===== src/rtl/gpr_pkg.sv =====
package gpr_pkg;

  typedef enum logic [1:0] {
    LANE_WORD = 2'd0,
    LANE_LO   = 2'd1,
    LANE_HI   = 2'd2,
    LANE_BAD  = 2'd3
  } lane_e;

  function automatic lane_e lane_of(input logic is_byte, input logic hi, input logic bad);
    if (bad)           return LANE_BAD;
    else if (!is_byte) return LANE_WORD;
    else if (hi)       return LANE_HI;
    else               return LANE_LO;
  endfunction

endpackage


===== src/rtl/gpr_decode.sv =====
module gpr_decode
  import gpr_pkg::*;
#(
  parameter int N_DATA = 4,
  parameter int N_REG  = 8,
  parameter int SEL_W  = 3
) (
  input  logic [SEL_W-1:0] sel,
  input  logic             is_byte,
  input  logic             hi,
  output lane_e            lane,
  output logic             bad
);
  logic in_ptr_group;
  logic out_of_range;

  assign in_ptr_group = (32'(sel) >= N_DATA);
  assign out_of_range = (32'(sel) >= N_REG);
  assign bad          = (is_byte & in_ptr_group) | out_of_range;
  assign lane         = lane_of(is_byte, hi, bad);
endmodule


===== src/rtl/gpr_rd_port.sv =====
module gpr_rd_port
  import gpr_pkg::*;
#(
  parameter int DATA_W = 16,
  parameter int N_REG  = 8,
  parameter int SEL_W  = 3,
  localparam int HALF_W = DATA_W / 2
) (
  input  logic [N_REG-1:0][DATA_W-1:0] regs,
  input  logic [SEL_W-1:0]             sel,
  input  lane_e                        lane,
  output logic [DATA_W-1:0]            data
);
  function automatic logic [DATA_W-1:0] extract(input logic [DATA_W-1:0] w, input lane_e ln);
    case (ln)
      LANE_WORD: return w;
      LANE_LO:   return {{HALF_W{1'b0}}, w[HALF_W-1:0]};
      LANE_HI:   return {{HALF_W{1'b0}}, w[DATA_W-1:HALF_W]};
      default:   return '0;
    endcase
  endfunction

  logic [DATA_W-1:0] picked;

  always_comb begin
    picked = '0;
    for (int i = 0; i < N_REG; i++) begin
      if (32'(sel) == i) picked = regs[i];
    end
  end

  assign data = extract(picked, lane);
endmodule


===== src/rtl/gpr_ip_reg.sv =====
module gpr_ip_reg #(
  parameter int DATA_W = 16
) (
  input  logic              clk,
  input  logic              rst_n,
  input  logic              adv,
  input  logic [DATA_W-1:0] next_addr,
  output logic [DATA_W-1:0] q
);
  always_ff @(posedge clk or negedge rst_n) begin
    if (!rst_n)   q <= '0;
    else if (adv) q <= next_addr;
  end
endmodule


===== src/rtl/gpr_file.sv =====
module gpr_file
  import gpr_pkg::*;
#(
  parameter int DATA_W = 16,
  parameter int N_DATA = 4,
  parameter int N_PTR  = 4,
  localparam int N_REG  = N_DATA + N_PTR,
  localparam int SEL_W  = $clog2(N_REG),
  localparam int HALF_W = DATA_W / 2
) (
  input  logic              clk,
  input  logic              rst_n,
  input  logic [SEL_W-1:0]  rd_a_sel,
  input  logic              rd_a_byte,
  input  logic              rd_a_hi,
  output logic [DATA_W-1:0] rd_a_data,
  output logic              rd_a_illegal,
  input  logic [SEL_W-1:0]  rd_b_sel,
  input  logic              rd_b_byte,
  input  logic              rd_b_hi,
  output logic [DATA_W-1:0] rd_b_data,
  output logic              rd_b_illegal,
  input  logic              wr_en,
  input  logic [SEL_W-1:0]  wr_sel,
  input  logic              wr_byte,
  input  logic              wr_hi,
  input  logic [DATA_W-1:0] wr_data,
  output logic              wr_illegal,
  input  logic              ip_adv,
  input  logic [DATA_W-1:0] ip_next,
  output logic [DATA_W-1:0] ip_q
);
  function automatic logic [DATA_W-1:0] merge(input logic [DATA_W-1:0] old_w,
                                              input logic [DATA_W-1:0] new_w,
                                              input lane_e ln);
    case (ln)
      LANE_WORD: return new_w;
      LANE_LO:   return {old_w[DATA_W-1:HALF_W], new_w[HALF_W-1:0]};
      LANE_HI:   return {new_w[HALF_W-1:0], old_w[HALF_W-1:0]};
      default:   return old_w;
    endcase
  endfunction

  logic [N_REG-1:0][DATA_W-1:0] reg_q;

  // write path
  lane_e wr_lane;
  logic  wr_bad;
  logic  wr_commit;

  gpr_decode #(.N_DATA(N_DATA), .N_REG(N_REG), .SEL_W(SEL_W)) u_wdec (
    .sel(wr_sel), .is_byte(wr_byte), .hi(wr_hi), .lane(wr_lane), .bad(wr_bad)
  );

  assign wr_illegal = wr_en & wr_bad;
  assign wr_commit  = wr_en & ~wr_bad;

  for (genvar i = 0; i < N_REG; i++) begin : g_reg
    logic hit;
    assign hit = wr_commit && (32'(wr_sel) == i);
    always_ff @(posedge clk or negedge rst_n) begin
      if (!rst_n)   reg_q[i] <= '0;
      else if (hit) reg_q[i] <= merge(reg_q[i], wr_data, wr_lane);
    end
  end

  // read paths
  logic [1:0][SEL_W-1:0]  rp_sel;
  logic [1:0]             rp_byte;
  logic [1:0]             rp_hi;
  logic [1:0][DATA_W-1:0] rp_data;
  logic [1:0]             rp_bad;

  assign rp_sel  = {rd_b_sel, rd_a_sel};
  assign rp_byte = {rd_b_byte, rd_a_byte};
  assign rp_hi   = {rd_b_hi, rd_a_hi};

  for (genvar p = 0; p < 2; p++) begin : g_rp
    lane_e lane;
    gpr_decode #(.N_DATA(N_DATA), .N_REG(N_REG), .SEL_W(SEL_W)) u_dec (
      .sel(rp_sel[p]), .is_byte(rp_byte[p]), .hi(rp_hi[p]), .lane(lane), .bad(rp_bad[p])
    );
    gpr_rd_port #(.DATA_W(DATA_W), .N_REG(N_REG), .SEL_W(SEL_W)) u_rd (
      .regs(reg_q), .sel(rp_sel[p]), .lane(lane), .data(rp_data[p])
    );
  end

  assign rd_a_data    = rp_data[0];
  assign rd_b_data    = rp_data[1];
  assign rd_a_illegal = rp_bad[0];
  assign rd_b_illegal = rp_bad[1];

  // instruction pointer, sequencer port only
  gpr_ip_reg #(.DATA_W(DATA_W)) u_ip (
    .clk(clk), .rst_n(rst_n), .adv(ip_adv), .next_addr(ip_next), .q(ip_q)
  );
endmodule


===== config.mk =====
export PLATFORM = sky130hd
export DESIGN_NAME = gpr_file
export DESIGN_NICKNAME = d
export VERILOG_FILES = /design/src/rtl/gpr_pkg.sv /design/src/rtl/gpr_decode.sv /design/src/rtl/gpr_rd_port.sv /design/src/rtl/gpr_ip_reg.sv /design/src/rtl/gpr_file.sv
export SDC_FILE = /design/constraint.sdc
export NUM_CORES = 1
export LEC_CHECK = 0
export ABC_AREA = 1
export BUFFER_PORTS_ARGS = -buffer_cell sky130_fd_sc_hd__buf_2
export CELL_PAD_IN_SITES_DETAIL_PLACEMENT = 0
export CELL_PAD_IN_SITES_GLOBAL_PLACEMENT = 1
export CORE_UTILIZATION = 46
export CTS_CLUSTER_DIAMETER = 30
export DETAILED_ROUTE_END_ITERATION = 7
export PLACE_DENSITY = 0.95
export SETUP_SLACK_MARGIN = 0.1
export SYNTH_ARGS = -nofsm -noshare
export SYNTH_HDL_FRONTEND = slang
export SYNTH_SLANG_ARGS = --single-unit

===== constraint.sdc =====
create_clock -name clk -period 3.8 [get_ports clk]
set_input_delay 0.76 -clock clk [delete_from_list [all_inputs] [get_ports clk]]
set_output_delay 0.76 -clock clk [all_outputs]
set_load 0.01 [all_outputs]

# After elaboration in Yosys (flattened, before gate mapping)

Cells that the tools add are included.

Logic and storage cells: 115
Output and inout bits: 51
Register bits after elaboration: 144
Input bits: 51

Equality and inequality tests: 27
Order comparisons: 3
Bitwise operators: 8
Mux-type cells: 28
Reductions and logical operators: 32

Operator list:

| kind                                                     | number |
|---|---|
| two-way mux 16 bit                                       | 16 |
| one-hot mux 16 bit (3 select lines)                      | 3 |
| AND reduction 3 bit                                      | 16 |
| == test 3 bit, second input constant                     | 12 |
| == test 3 x 2 -> 1 bit, second input constant            | 6 |
| two-way mux 2 bit                                        | 9 |
| == test 3 x 1 -> 1 bit, second input constant            | 3 |
| greater-or-equal comparator 3 bit, second input constant | 3 |
| logical NOT 3 bit                                        | 3 |
| logical AND 1 bit                                        | 8 |
| == test 2 x 1 -> 1 bit, second input constant            | 3 |
| == test 2 bit, second input constant                     | 3 |
| logical NOT 2 bit                                        | 3 |
| bitwise AND 1 bit                                        | 5 |
| nonzero test 2 bit                                       | 2 |
| inverter 1 bit                                           | 3 |

# Longest topological paths before layout

Gate-level depths: netlist (run 1).

Word-level depth: 10
Mapped depth: 12
Mapped depth without buffers: 11

# Modules after synthesis

Synthesis (run 1) repeated with hierarchy kept, for this count alone.

Cell total of the unflattened synthesis: 1273
Area, all modules: 8688.3 um^2

By module, submodules not included:

| module      | seq. area each (um^2) | area each (um^2) | cells each | instances |
|---|---|---|---|---|
| gpr_file    | 3203.1                | 5392.7           | 620        | 1 |
| gpr_rd_port | 0.0                   | 1282.5           | 282        | 2 |
| gpr_ip_reg  | 400.4                 | 644.4            | 68         | 1 |
| gpr_decode  | 0.0                   | 28.8             | 7          | 3 |

# Worst setup path before layout (run 1)

No wires, ideal clock.

Kind: input port to output port
From: input port rd_a_sel[0]
To: output port rd_a_data[10]
Setup slack: 1.137 ns
Arrival time: 1.903 ns
Data required time: 3.040 ns
Stages: 9
Path through: buf_4 -> nor2_2 -> nand2_2 -> inv_2 -> buf_4 -> nand2_1 -> nand4_1 -> nand2_1 -> nor2_1

Cells in the longest elaborated chain, start to end: 10
Elaborated cells between the ends (all ways): 23
Those cells by class: order compare: 1; eq/ne: 9; mux: 10; bitwise: 1; reduce/logical: 2

Ends and longest elaborated chain:

| item                                  | line              | RTL |
|---|---|---|
| start: declaration                    | gpr_file.sv:13    | `input logic [SEL_W-1:0] rd_a_sel,` |
| logical NOT 3 bit                     | gpr_rd_port.sv:28 | `if (32'(sel) == i) picked = regs[i];` |
| two-way mux 16 bit (8 in series)      | gpr_rd_port.sv:28 |  |
| one-hot mux 16 bit (3 select lines) * | gpr_rd_port.sv:15 | `case (ln)` |
| end: declaration                      | gpr_file.sv:16    | `output logic [DATA_W-1:0] rd_a_data,` |

Every way passes the cells marked *; elsewhere a longest branch is shown, timed or not.

# Final worst setup path (run 1)

From: input port rd_a_sel[2]
To: output port rd_a_data[2]

Same word-level chain as after synthesis.

==> run metrics, run 1 <==
skew final 0 ns; clock slew at reported path FFs 0.06 ns; synth warn 0; Crit path required time 3.04 ns; Max FO, Critical Path 15; Worst-Skew Late Latency 0.43 ns; Synth cell types 27; WL/cell 17.5 um; relative slew slack 0.302; Post-Syn Area 8040 um2; Max Cap Viol 0; total grt overflow 0; pwr dens 535 nW/um2; CTS tree built; Final WS setup 0.371 ns; Final nets 1277; Post-CTS Setup Inserts 0; # hold bufs at CTS 0; top cells by area, synth dfrtp_1 45%, nand2_1 18%, o21ai_0 8.7%; Hold WC Path Type primary input to asynchronous set/reset pin; H-tree levels 4; fraction of layout cells with a size suffix above 1 0.161; clk root buf clkbuf_16; Max clock buf depth 2; fin crit period 3.43 ns; area grow syn2layout 17.4%; nature of the critical path startpoint primary input; Crit. End Element output pin; Pre-Repair DR Iteration Count 8; RSZ-0062 raised after global routing false; crit path buf inv count 4; clk sinks 144; Core ar. 16800 um2; Yosys top cell by area dfrtp_1; final worst-path cycle share 0.902; Slew Viols, Final 0; peak supply drop 0.461 mV; critical path's top delay family simple AND/OR/NAND/NOR gates; critical path's largest stage delay 0.51 ns; Die H 134 um; number of vias per cell 5.41; final WL 25400 um; DP Worst Slack 0.424 ns; status complete, but fails checks; WP data arrival 2.67 ns; first-pass GRT wire length 40500 um; Seq cells post-synth 144; via count 7869; vias in the first global route 7607; placed insts 1424; setup TNS 0 ns; Remaining DRCs 5; post-layout util 0.561; Iter 0 DRT Violations 951; Die W 134 um; actual slew at the worst max-slew pin 1.04 ns; Final ANT Viol Nets 0; leakage dissipation 4.68 nW; post-synthesis sequential area ratio 0.448; die area 18000 um2; Layout Cells excl Fill 1455; CP cell instances buf_2, inv_2, nand3_1, o21ai_0, inv_1, nand2_1, nand2_1, nand3_1, nand2_1, nand2_1, buf_2; violated checks design-rule violations; kind of critical path primary input to output pin; post_cts resized 0; dpl hpwl 18600 um; share of the synthesized area in the top cell type 0.448; Syn Area/Cell 7.13 um2; Syn Nets 1181; gpl congestion 1.02; final setup fails 0; antenna violations before repair 0; GR Util All Layers 0.299; port bufs 101; Most Frequent Cell on Critical Path nand2_1; Hold Fails Final Rpt 0; Max Clock Freq 292 MHz; Inserted Diodes 0; Starting Density 0.478; Top Ports 102; Synth Instances 1127; Cell Rows 47; number of clock buffers inserted by TritonCTS 17; pin count of the biggest net entering global routing 99; slowest CP cell nand3_1
## per-layer routing
metal / vias to the layer above / part of all wire / global-route usage
met1: 3682 / 0.42 / 0.395
met4: 0 / 0.043 / 0.149
met5: - / 0 / 0
met2: 310 / 0.47 / 0.478
li1: 3809 / - / -
met3: 68 / 0.063 / 0.0491
## report_power, final
group,total (mW),internal (mW),switching [mW]
logic,1.02,0.360,0.663
registers,2.12,1.88,0.232
clock network,1.91,1.23,0.681
total,5.05,3.48,1.58
## per-stage QoR
stage          hold WS [ns]  cell area [um2]  power, mW
3_3_place_gp          0.466             8770       3.11
6_report              0.259             9440       5.05
5_1_grt               0.296             9440       5.32
4_1_cts               0.277             9440       5.06
3_5_place_dp          0.473             8770       3.15
2_1_floorplan         0.453             8040       2.74
## cells by family after synthesis
group                    after synthesis  share of synthesized area
AO/OA/AOI/OAI                        211                      0.134
adder cells (fa/ha/maj)                3                    0.00467
buffers and inverters                169                     0.0859
flip-flops                           144                      0.448
multiplexers                          16                     0.0224
AND/OR/NAND/NOR                      584                      0.305
## path summary, 6_finish.rpt
check                       startpoint      endpoint  slack, ns  depth (start not counted)
max                        rd_a_sel[2]  rd_a_data[2]       0.37                         11
min                              rst_n     reg_q[23]       0.26                          1
max reg2reg                 u_ip.q[12]    u_ip.q[12]       3.03                          1
min reg2reg                  reg_q[50]     reg_q[50]       0.48                          2
max in group asynchronous        rst_n     reg_q[96]       2.63                          2
min in group clk             reg_q[50]     reg_q[50]       0.48                          2
## layout by cell type, fill, tap and decap left out, types with 2 or more instances in the layout
cell	instances
bufinv_16	6
a21boi_0	3
o21ai_1	2
buf_2	100
nand2_1	381
nor2_1	81
clkinv_4	4
nand3_1	75
a21oi_1	62
mux2_2	16
nor3_1	2
buf_4	20
inv_2	11
inv_1	113
or2_2	4
clkinvlp_4	3
a22oi_1	5
o21ai_0	139
nor3_2	6
clkbuf_16	17
nor2_2	5
nor3_4	2
dfrtp_1	144
ha_1	3
nand4_1	24
## synthesized netlist by cell type
library cell,instances
buf_4,4
nand2_1,381
buf_1,1
nor2_2,5
a21oi_1,62
o21ai_0,139
nand3_1,75
inv_2,11
nor3_1,2
buf_2,33
clkbuf_1,7
ha_1,3
dfrtp_1,144
nand4_1,24
or2_2,4
nand3_2,1
o21ai_1,2
nor3_2,6
nor2_4,1
nor3_4,2
inv_1,113
a22oi_1,5
nor2_1,81
a21boi_0,3
or2_0,1
nand2_2,1
mux2_2,16
## state kept, by name, indices dropped and copies added (netlist names)
register / flops
reg_q: 128
u_ip.q: 16
## cell type report
type / count / area (um2)
fillers: 1664 / 7380
multi-input cells: 814 / 3750
flip-flops and latches: 144 / 3600
repair buffers: 122 / 682
inverters: 124 / 465
clock buffers: 18 / 429
well taps: 220 / 275
clock inverters: 13 / 238
Note: power is estimated with default switching activity, not from simulation.
==> run 2, diff against run 1 <==
- ABC_AREA: 1 -> 0
- CORE_UTILIZATION: 46 -> 50
==> run metrics, run 2 <==
status completed (was complete, but fails checks); Top FF cell, synth dfrtp_1 (unchanged); Starting Density 0.515 (was 0.478); Final ANT Viol Nets 0 (unchanged); Synth Instances 720 (was 1127); RSZ-0062 raised after global routing false (unchanged); pwr dens 538 nW/um2 (was 535 nW/um2); Top Ports 102 (unchanged); top flop regs reg_q x128, u_ip.q x16 (unchanged); dpl hpwl 15300 um (was 18600 um); leakage dissipation 4.08 nW (was 4.68 nW); skew final 0 ns (unchanged); top-count cell post-synth dfrtp_1 (was nand2_1); synth warn 0 (unchanged); multiplexer share of the synthesized area 0.243 (was 0.0224); Final nets 869 (was 1277); fraction of layout cells with a size suffix above 1 0.335 (was 0.161); Syn Area/Cell 10.9 um2 (was 7.13 um2); CP cell instances buf_2, mux4_2, o21ai_0, or3_1, o211ai_1, buf_2 (was buf_2, inv_2, nand3_1, o21ai_0, inv_1, nand2_1, nand2_1, nand3_1, nand2_1, nand2_1, buf_2); post-synthesis sequential area ratio 0.459 (was 0.448); slowest CP cell mux4_2 (was nand3_1); commonest non-fill, non-tap cell in the layout dfrtp_1 (was nand2_1); WP data arrival 2.46 ns (was 2.67 ns); total grt overflow 0 (unchanged); H-tree levels 4 (unchanged); port bufs 101 (unchanged); number of vias per cell 6.08 (was 5.41); nature of the critical path startpoint primary input (unchanged); Layout Cells excl Fill 1037 (was 1455); die area 16200 um2 (was 18000 um2); Yosys top cell by area dfrtp_1 (unchanged); kind of critical path primary input to output pin (unchanged); Core ar. 15300 um2 (was 16800 um2); post-synthesis simple-gate area fraction 0.115 (was 0.305); vias in the first global route 6403 (was 7607); WL/cell 21.3 um (was 17.5 um); Post-synth EDFFs 0 (unchanged); post-layout util 0.602 (was 0.561); Crit. End Element output pin (unchanged); final WL 22100 um (was 25400 um); Inserted Diodes 0 (unchanged); DP Worst Slack 0.403 ns (was 0.424 ns); gpl congestion 0.864 (was 1.02); CTS tree built (unchanged); Final WS setup 0.582 ns (was 0.371 ns); number of clock buffers inserted by TritonCTS 17 (unchanged); pin count of the biggest net entering global routing 95 (was 99); # hold bufs at CTS 0 (unchanged); Crit path required time 3.04 ns (about the same); clk root buf clkbuf_16 (unchanged); largest family of logic cells by synthesized area multiplexers (was simple AND/OR/NAND/NOR gates); most flop-heavy register reg_q (unchanged); Post-Syn Area 7860 um2 (was 8040 um2); fin crit period 3.22 ns (was 3.43 ns); max reg flops 128 (unchanged); first-pass GRT wire length 34600 um (was 40500 um); most frequent cells in the layout 144 x dfrtp_1, 100 x buf_2, 76 x nand2_1, 72 x nor2_1 (was 381 x nand2_1, 144 x dfrtp_1, 139 x o21ai_0, 113 x inv_1, 100 x buf_2); area grow syn2layout 16.9% (was 17.4%); GR Util All Layers 0.290 (was 0.299); Slew Viols, Final 0 (unchanged); placed insts 1007 (was 1424); critical path's largest stage delay 0.54 ns (was 0.51 ns); asr flop ratio synth 1.00 (unchanged); clk sinks 144 (unchanged); relative slew slack 0.409 (was 0.302); Max Cap Viol 0 (unchanged); total power 4.95 mW (was 5.05 mW); Max clock buf depth 2 (unchanged); Post-Synth Adder-Cell Area 0.00478 (was 0.00467); final setup fails 0 (unchanged); Hold Fails Final Rpt 0 (unchanged); peak supply drop 0.321 mV (was 0.461 mV); actual slew at the worst max-slew pin 0.887 ns (was 1.04 ns); Iter 0 DRT Violations 496 (was 951); Syn Nets 774 (was 1181); top cells by area, synth dfrtp_1 46%, mux4_2 14%, mux2_2 7.7% (was dfrtp_1 45%, nand2_1 18%, o21ai_0 8.7%); setup TNS 0 ns (unchanged); Synth cell types 50 (was 27); Worst-Skew Late Latency 0.42 ns (was 0.43 ns); Remaining DRCs 0 (was 5); final worst-path cycle share 0.847 (was 0.902); Die W 127 um (was 134 um); Max Clock Freq 311 MHz (was 292 MHz); antenna violations before repair 0 (unchanged); Seq cells post-synth 144 (unchanged); Synth Area in Compound Gates 0.140 (was 0.134); Pre-Repair DR Iteration Count 6 (was 8); Die H 127 um (was 134 um); commonest cells in the netlist 144 x dfrtp_1, 76 x nand2_1, 72 x nor2_1 (was 381 x nand2_1, 144 x dfrtp_1, 139 x o21ai_0); clock slew at reported path FFs 0.06 ns (about the same); share of the synthesized area in the top cell type 0.459 (was 0.448); post_cts resized 0 (unchanged); Post-Synth XOR/XNOR Area 0 (unchanged); Post-CTS Setup Inserts 0 (unchanged); Max FO, Critical Path 12 (was 15); Most Frequent Cell on Critical Path buf_2 (was nand2_1); via count 6308 (was 7869); Hold WC Path Type primary input to asynchronous set/reset pin (unchanged); Cell Rows 45 (was 47)
## run 2: critical path: cells and delay by family
| family | cells | cell delay [ns] |
|---|---|---|
| compound gates | 2 | 0.51 |
| buf+inv | 2 | 0.45 |
| mux | 1 | 0.54 |
| simple gates | 1 | 0.18 |
## run 2: worst paths after layout
path	startpoint	to	slack [ns]	depth (start not counted)
max reg2reg	reg_q[87]	reg_q[87]	3.00	1
min in group clk	reg_q[68]	reg_q[68]	0.50	2
max in group asynchronous	rst_n	reg_q[61]	2.50	2
min reg2reg	reg_q[68]	reg_q[68]	0.50	2
min	rst_n	reg_q[96]	0.43	1
max	rd_b_sel[0]	rd_b_data[4]	0.58	6
## run 2: routing by layer
metal | up-vias | global-route usage | part of all wire
met2 | 338 | 0.463 | 0.47
met3 | 53 | 0.0607 | 0.091
li1 | 2828 | - | -
met1 | 3089 | 0.378 | 0.40
met5 | - | 0 | 0
met4 | 0 | 0.144 | 0.033
## run 2: per-stage QoR
stage | hold slack (ns) | cell area (um2)
after detailed placement | 0.489 | 8610
after global routing | 0.497 | 9190
after CTS | 0.459 | 9190
after global placement | 0.474 | 8610
after floorplan | 0.460 | 7860
final | 0.427 | 9190
## run 2: area by class of cell
cell class	count	area (um2)
Timing Repair Buffer	128	739
Fill cell	1268	6070
Clock buffer	24	502
Multi-Input combinational cell	512	3950
Clock inverter	6	80.1
Sequential cell	144	3600
Inverter	12	45.0
Tap cell	211	264
## run 2: cell families (layout without fill, tap and decap cells)
family,Yosys count,in the layout
adder cells (fa/ha/maj),3,3
flip-flops,144,144
AO/OA/AOI/OAI,189,189
buffers and inverters,64,170
multiplexers,123,123
AND/OR/NAND/NOR,197,197
## run 2: power breakdown
| group | switching (mW) | internal, mW |
|---|---|---|
| Combinational | 0.595 | 0.593 |
| Clock | 0.606 | 1.04 |
| Sequential | 0.249 | 1.86 |
| Total | 1.45 | 3.50 |
